$ cat src/rtl/rxq_pkg.sv
package rxq_pkg;

  // Circular index advance with wrap at depth.
  function automatic int unsigned wrap_next(input int unsigned p, input int unsigned depth);
    return (p + 1 == depth) ? 0 : p + 1;
  endfunction

  // Circular index step back with wrap at depth.
  function automatic int unsigned wrap_prev(input int unsigned p, input int unsigned depth);
    return (p == 0) ? depth - 1 : p - 1;
  endfunction

endpackage

$ cat src/rtl/rxq_store.sv
module rxq_store #(
  parameter int WIDTH = 8,
  parameter int DEPTH = 4,
  localparam int PW = $clog2(DEPTH)
) (
  input  logic             clk,
  input  logic             rst_n,
  input  logic             wr_en,
  input  logic [PW-1:0]    wr_idx,
  input  logic [WIDTH-1:0] wr_data,
  input  logic [PW-1:0]    rd_idx,
  output logic [WIDTH-1:0] rd_data
);

  logic [WIDTH-1:0] slot_q [DEPTH];

  for (genvar g = 0; g < DEPTH; g++) begin : g_slot
    always_ff @(posedge clk or negedge rst_n) begin
      if (!rst_n)
        slot_q[g] <= '0;
      else if (wr_en && (wr_idx == PW'(g)))
        slot_q[g] <= wr_data;
    end
  end

  assign rd_data = slot_q[rd_idx];

endmodule

$ cat src/rtl/rxq_ctrl.sv
module rxq_ctrl
  import rxq_pkg::*;
#(
  parameter int DEPTH = 4,
  localparam int PW = $clog2(DEPTH),
  localparam int CW = $clog2(DEPTH + 1)
) (
  input  logic          clk,
  input  logic          rst_n,
  input  logic          rx_en,
  input  logic          rx_clr,
  input  logic          line_vld,
  input  logic          brk_evt,
  input  logic          pop_req,
  output logic          wr_en,
  output logic [PW-1:0] wr_idx,
  output logic [PW-1:0] rd_idx,
  output logic          not_empty,
  output logic          ready_q,
  output logic          full_q,
  output logic          can_accept
);

  logic [PW-1:0] wr_q, rd_q;
  logic [CW-1:0] cnt_q, cnt_mid, cnt_d;
  logic [PW-1:0] wr_d, rd_d;
  logic          ready_d, full_d;

  // Named internal events
  logic pop_fire, line_fire, brk_fire, push_fire, ovw_fire;

  assign can_accept = rx_en && !full_q;
  assign not_empty  = (cnt_q != '0);
  assign pop_fire   = pop_req && not_empty && !rx_clr;
  assign line_fire  = line_vld && can_accept && !rx_clr;
  assign brk_fire   = brk_evt && !rx_clr;
  assign push_fire  = brk_fire || line_fire;
  assign cnt_mid    = cnt_q - CW'(pop_fire);
  assign ovw_fire   = push_fire && (cnt_mid == CW'(DEPTH));

  assign wr_en  = push_fire;
  assign wr_idx = ovw_fire ? PW'(wrap_prev(32'(wr_q), DEPTH)) : wr_q;
  assign rd_idx = rd_q;

  always_comb begin
    rd_d    = rd_q;
    wr_d    = wr_q;
    cnt_d   = cnt_mid;
    ready_d = ready_q;
    full_d  = full_q;
    if (rx_clr) begin
      rd_d    = '0;
      wr_d    = '0;
      cnt_d   = '0;
      ready_d = 1'b0;
      full_d  = 1'b0;
    end else begin
      if (pop_fire) begin
        rd_d   = PW'(wrap_next(32'(rd_q), DEPTH));
        full_d = 1'b0;
        if (cnt_mid == '0) ready_d = 1'b0;
      end
      if (push_fire) begin
        ready_d = 1'b1;
        if (!ovw_fire) begin
          wr_d  = PW'(wrap_next(32'(wr_q), DEPTH));
          cnt_d = cnt_mid + CW'(1);
        end
        if (ovw_fire || (cnt_mid + CW'(1) == CW'(DEPTH))) full_d = 1'b1;
      end
    end
  end

  always_ff @(posedge clk or negedge rst_n) begin
    if (!rst_n) begin
      rd_q    <= '0;
      wr_q    <= '0;
      cnt_q   <= '0;
      ready_q <= 1'b0;
      full_q  <= 1'b0;
    end else begin
      rd_q    <= rd_d;
      wr_q    <= wr_d;
      cnt_q   <= cnt_d;
      ready_q <= ready_d;
      full_q  <= full_d;
    end
  end

  AST_READY_TRACKS: assert property (@(posedge clk) disable iff (!rst_n)
    ready_q == (cnt_q != '0));
  AST_FULL_TRACKS: assert property (@(posedge clk) disable iff (!rst_n)
    full_q == (cnt_q == CW'(DEPTH)));
  AST_NO_OVERFLOW: assert property (@(posedge clk) disable iff (!rst_n)
    cnt_q <= CW'(DEPTH));
  AST_CLEAR_EMPTIES: assert property (@(posedge clk) disable iff (!rst_n)
    rx_clr |=> (cnt_q == '0) && !ready_q && !full_q);
  AST_EMPTY_POP_STABLE: assert property (@(posedge clk) disable iff (!rst_n)
    (pop_req && !not_empty && !brk_evt && !line_vld && !rx_clr) |=> $stable(cnt_q));
  AST_BLOCKED_LINE: assert property (@(posedge clk) disable iff (!rst_n)
    (line_vld && !can_accept && !brk_evt && !pop_req && !rx_clr) |=> $stable(cnt_q) && $stable(wr_q));
  AST_BREAK_AT_FULL: assert property (@(posedge clk) disable iff (!rst_n)
    (brk_evt && full_q && !pop_req && !rx_clr) |=> full_q);
  AST_SWAP_KEEPS_LEVEL: assert property (@(posedge clk) disable iff (!rst_n)
    (pop_fire && push_fire) |=> $stable(cnt_q));

endmodule

$ cat src/rtl/rxq_hold.sv
module rxq_hold #(
  parameter int WIDTH = 8,
  parameter int DEPTH = 4,
  localparam int PW = $clog2(DEPTH)
) (
  input  logic             clk,
  input  logic             rst_n,
  input  logic             rx_en,
  input  logic             rx_clr,
  input  logic             line_vld,
  input  logic [WIDTH-1:0] line_data,
  input  logic             brk_evt,
  input  logic             brk_ack,
  input  logic             pop_req,
  output logic [WIDTH-1:0] head_data,
  output logic             rx_ready,
  output logic             rx_full,
  output logic             can_accept,
  output logic             brk_flag
);

  logic             wr_en, not_empty;
  logic [PW-1:0]    wr_idx, rd_idx;
  logic [WIDTH-1:0] wr_data, rd_data;

  // Break always inserts a zero byte in place of line data.
  assign wr_data = brk_evt ? '0 : line_data;

  rxq_ctrl #(.DEPTH(DEPTH)) u_ctrl (
    .clk       (clk),
    .rst_n     (rst_n),
    .rx_en     (rx_en),
    .rx_clr    (rx_clr),
    .line_vld  (line_vld),
    .brk_evt   (brk_evt),
    .pop_req   (pop_req),
    .wr_en     (wr_en),
    .wr_idx    (wr_idx),
    .rd_idx    (rd_idx),
    .not_empty (not_empty),
    .ready_q   (rx_ready),
    .full_q    (rx_full),
    .can_accept(can_accept)
  );

  rxq_store #(.WIDTH(WIDTH), .DEPTH(DEPTH)) u_store (
    .clk    (clk),
    .rst_n  (rst_n),
    .wr_en  (wr_en),
    .wr_idx (wr_idx),
    .wr_data(wr_data),
    .rd_idx (rd_idx),
    .rd_data(rd_data)
  );

  assign head_data = not_empty ? rd_data : '0;

  // Sticky break-change flag: set wins over acknowledge.
  always_ff @(posedge clk or negedge rst_n) begin
    if (!rst_n)       brk_flag <= 1'b0;
    else if (brk_evt) brk_flag <= 1'b1;
    else if (brk_ack) brk_flag <= 1'b0;
  end

  AST_BRK_RAISES: assert property (@(posedge clk) disable iff (!rst_n)
    brk_evt |=> brk_flag);
  AST_ACK_LOWERS: assert property (@(posedge clk) disable iff (!rst_n)
    (brk_ack && !brk_evt) |=> !brk_flag);
  AST_EMPTY_HEAD_ZERO: assert property (@(posedge clk) disable iff (!rst_n)
    !rx_ready |-> (head_data == '0));
  AST_BRK_NOT_DROPPED: assert property (@(posedge clk) disable iff (!rst_n)
    (brk_evt && !rx_clr) |=> rx_ready);

endmodule

$ cat config.mk
export PLATFORM = sky130hd
export DESIGN_NAME = rxq_hold
export DESIGN_NICKNAME = d
export VERILOG_FILES = /design/src/rtl/rxq_pkg.sv /design/src/rtl/rxq_store.sv /design/src/rtl/rxq_ctrl.sv /design/src/rtl/rxq_hold.sv
export SDC_FILE = /design/constraint.sdc
export NUM_CORES = 1
export LEC_CHECK = 0
export BUFFER_PORTS_ARGS = -buffer_cell sky130_fd_sc_hd__buf_2
export CORE_MARGIN = 2
export CORE_UTILIZATION = 45
export DETAILED_ROUTE_END_ITERATION = 10
export GPL_TIMING_DRIVEN = 0
export PLACE_DENSITY = 0.74
export SYNTH_ARGS = -nofsm -noshare
export SYNTH_HDL_FRONTEND = slang
export SYNTH_SLANG_ARGS = --single-unit
$ cat constraint.sdc
create_clock -name clk -period 3.1 [get_ports clk]
set_input_delay 0.155 -clock clk [delete_from_list [all_inputs] [get_ports clk]]
set_output_delay 0.155 -clock clk [all_outputs]
set_load 0.02 [all_outputs]
==> results.txt <==
The cell type group with the largest total delay on the critical path was adder cells. The run gives 0 as the initial antenna violation count. The logs give 0.00700 ns for the worst clock skew on the final layout and 0.465 for the effective utilization at floorplan. Clock-pin slew was measured on the worst setup and hold paths at 0.09 ns. The static leakage power is 0.00120 uW. The proportion of synthesized flip-flops having asynchronous set or reset came out at 1.00. For the total track usage, the log shows 0.178. After detailed routing, the number of remaining DRC violations is 0. The number of standard cells after synthesis was 170.

Nature of the critical path startpoint: a flop. TritonCTS built the clock tree. The most common cell in the synthesized netlist is sky130_fd_sc_hd__dfrtp_1. Measured in cells, the most critical reg-to-reg path has a length of 11.

Dividing total power by cell area gives a power density of 871 nW/um^2. For this design, the slowest cell found on the critical path is sky130_fd_sc_hd__dfrtp_1. The DRC marker count from the first detailed-route iteration is 135, and the average routed wire per standard cell is 16.8 um. The largest stage delay on the critical path was 0.44 ns; the hold-fix buffer count after cts was 0.

The worst max-slew margin expressed relative to the limit is 0.375, and the number of flops mapped to enable cells by yosys is 0. The later pin in the worst-skew pair is clocked with a latency of 0.30 ns. The min-delay analysis places its worst path in the category in2async.

The final layout contains 234 nets. For the area of the core region, the log shows 4690 sq um. The final core utilization is 0.548, and the highest ir drop seen on vdd is 335 uV.

The maximum clock frequency came out at 346 MHz. For the worst setup path, the data arrival time is 3.07 ns. The final reports fail on hold timing. The most numerous cell type found on the critical path is sky130_fd_sc_hd__ha_1. The repair_antennas step left the layout with diodes totalling 0. The final design area excluding fillers was 2570 sq um; the total number of yosys warnings was 0.

For the cell count after placement, the log shows 251. The final route contains 1439 vias. From bottom edge to top edge, the die measures 73.6 um.

Setup repair after global routing left no endpoint under its margin. Maximum fanout along the worst path: 7. The endpoint class of the critical path is a flop. The layout overhead on the synthesized area works out to 17.9%. The tools report the fraction of the yosys area taken by sequential cells as 0.482.

The routed design could run at a clock period as short as 2.89 ns. The finished layout holds 265 standard cells, fillers aside. The clock drives 42 sinks. The register bit total from synthesis came out at 42. Entering global routing, the biggest net connects 43 pins. The number of global-route vias before repair came out at 1399. The startpoint of the worst register-to-register path is u_ctrl.cnt_q[2]. The tree is rooted in a sky130_fd_sc_hd__clkbuf_8. Sorting the synthesized cells by area gives the leading types as sky130_fd_sc_hd__dfrtp_1 (48%), sky130_fd_sc_hd__mux2_2 (17%), sky130_fd_sc_hd__mux4_2 (8.3%). The logs give 0 for the count of pins over their slew limit and 194 for the net count of the mapped netlist. In this run the register-to-register setup slack is 0.21 ns. The H-tree generated during clock tree synthesis spans 2 levels.

The number of input and output port buffers inserted is 27, and the number of CTS-inserted buffers is 5. The transition time at the pin with the least slew margin came out at 0.937 ns. The die boundary width works out to 73.6 um. The routability congestion estimate was 0.889. sky130_fd_sc_hd__dfrtp_1 takes more of the synthesized area than any other cell.

For the final-report hold violation count, the log shows 11. The critical path goes through nor3_4 > nand2b_1 > nor2_1 > ha_1 > ha_1 > ha_2 > inv_1 > o211ai_1 > a21oi_4 > buf_4 > mux2_2. The area share of the leading cell type in the synthesized netlist came out at 0.482.

The combined area of all synthesized cells came out at 2180 sq um. The share of the clock period used by the worst path after layout works out to 0.931. The tools report the capture instance of the worst register-to-register path as u_store.slot_q[27]. After synthesis, the netlist uses 33 different library cells.

For this run the aggregate overflow at the end of global routing stands at 0. For the first-pass GRT wire length, the log shows 7090 um. By count the netlist is led by sky130_fd_sc_hd__dfrtp_1 (42), sky130_fd_sc_hd__mux2_2 (32), sky130_fd_sc_hd__nor2b_1 (18).

The most used flip-flop cell after synthesis is sky130_fd_sc_hd__dfrtp_1. The tools report the setup TNS after final layout as 0 ns. The first detailed-routing pass ran for 4 iterations.

The average vias per placed instance is 5.43. For this block, the routed nets add up to 4460 um of wire. Row generation in the floorplan step produced 25 rows. The share of post-route cells with drive strength above 1 came out at 0.436. Max-cap violations in this run came to 0. The die footprint is 5420 sq um.

The number of failing setup endpoints in the final timing report came out at 0. In this run the deepest clock path goes through 2 buffers. The placed standard-cell area was 2390 sq um. The worst hold slack is -0.00638 ns.

The number of ports placed on the die boundary is 28, and the mean instance size in the synthesized netlist is 12.8 sq um. The wire-length estimate of the detail-placed layout is 2850 um. Critical path class: reg2reg. At the worst endpoint, the required time is 3.28 ns. The number of nets still failing antenna checks after routing is 0, and the buffer and inverter count on the worst path is 2. The run finished, with violations left.
area by class of cell:
type	instances	area (sq um)
Clock inverter	2	13.8
Fill cell	398	2120
Tap cell	54	67.6
Multi-Input combinational cell	113	1110
Timing Repair Buffer	33	193
Buffer	4	17.5
Sequential cell	42	1050
Clock buffer	6	72.6
Inverter	11	41.3
metrics by stage:
step | setup WS, ns | power [uW]
3_3_place_gp | -0.595 | 1800
6_report | 0.213 | 2240
3_5_place_dp | -0.606 | 1830
4_1_cts | 0.0490 | 2220
2_1_floorplan | 0.165 | 1590
5_1_grt | 0.00375 | 2400
registers in the layout, indices dropped and copies added (netlist names):
| signal | flops |
|---|---|
| u_ctrl.wr_q | 2 |
| u_store.slot_q | 32 |
| u_ctrl.ready_q | 1 |
| u_ctrl.full_q | 1 |
| u_ctrl.cnt_q | 3 |
| u_ctrl.rd_idx | 2 |
| brk_flag | 1 |
what timing repair did:
item / 4_1_cts / 5_1_grt
resized for setup: 4 / 2
setup buffers: 1 / 5
pin swaps: 1 / 3
endpoints found under the setup margin: 37 / 32
how the worst max path moves through the flow:
stage                          from            endpoint  slack, ns  cells after the start
floorplan           u_ctrl.cnt_q[2]  u_store.slot_q[16]       0.16                     10
global placement    u_ctrl.cnt_q[2]  u_store.slot_q[21]      -0.59                     10
detailed placement  u_ctrl.cnt_q[2]  u_store.slot_q[19]      -0.61                     10
CTS                 u_ctrl.cnt_q[2]  u_store.slot_q[11]       0.05                     10
global route        u_ctrl.cnt_q[2]  u_store.slot_q[31]      0.004                     11
finish              u_ctrl.cnt_q[2]  u_store.slot_q[27]       0.21                     11
layout by cell type (no fill, tap or decap), drive strengths merged, types with 2 or more instances in the layout:
| master | synthesis | layout |
|---|---|---|
| o211ai | 3 | 3 |
| clkbuf | 3 | 9 |
| mux2i | 2 | 2 |
| ha | 8 | 8 |
| buf | 1 | 34 |
| dfrtp | 42 | 42 |
| o21bai | 2 | 2 |
| o21ai | 5 | 5 |
| mux2 | 32 | 32 |
| mux4 | 8 | 8 |
| a21oi | 9 | 9 |
| nor2 | 5 | 5 |
| clkinv | 0 | 2 |
| nand2 | 4 | 4 |
| nor2b | 18 | 18 |
| nand4b | 2 | 2 |
| nor3 | 3 | 3 |
| inv | 11 | 11 |
power breakdown:
part / switching (uW) / total, uW / internal, uW
combinational: 485 / 990 / 504
clock: 194 / 353 / 159
sequential: 125 / 897 / 773
kinds of logic (layout without fill, tap and decap cells):
| family | Yosys count | in the layout | share of synthesized area |
|---|---|---|---|
| adder cells (fa/ha/maj) | 8 | 8 | 0.0459 |
| AND/OR/NAND/NOR | 39 | 39 | 0.110 |
| flip-flops | 42 | 42 | 0.482 |
| buffers and inverters | 15 | 56 | 0.0270 |
| AO/OA/AOI/OAI | 23 | 23 | 0.0700 |
| multiplexers | 42 | 42 | 0.257 |
| XOR/XNOR | 1 | 1 | 0.00746 |
metal layers:
metal / vias up / share of wire / GRT usage
li1: 690 / - / -
met4: 0 / 0.012 / 0.0545
met3: 6 / 0.052 / 0.0425
met2: 39 / 0.47 / 0.277
met1: 704 / 0.46 / 0.248
met5: - / 0 / 0
No activity file was read; power rests on OpenSTA's default activity.
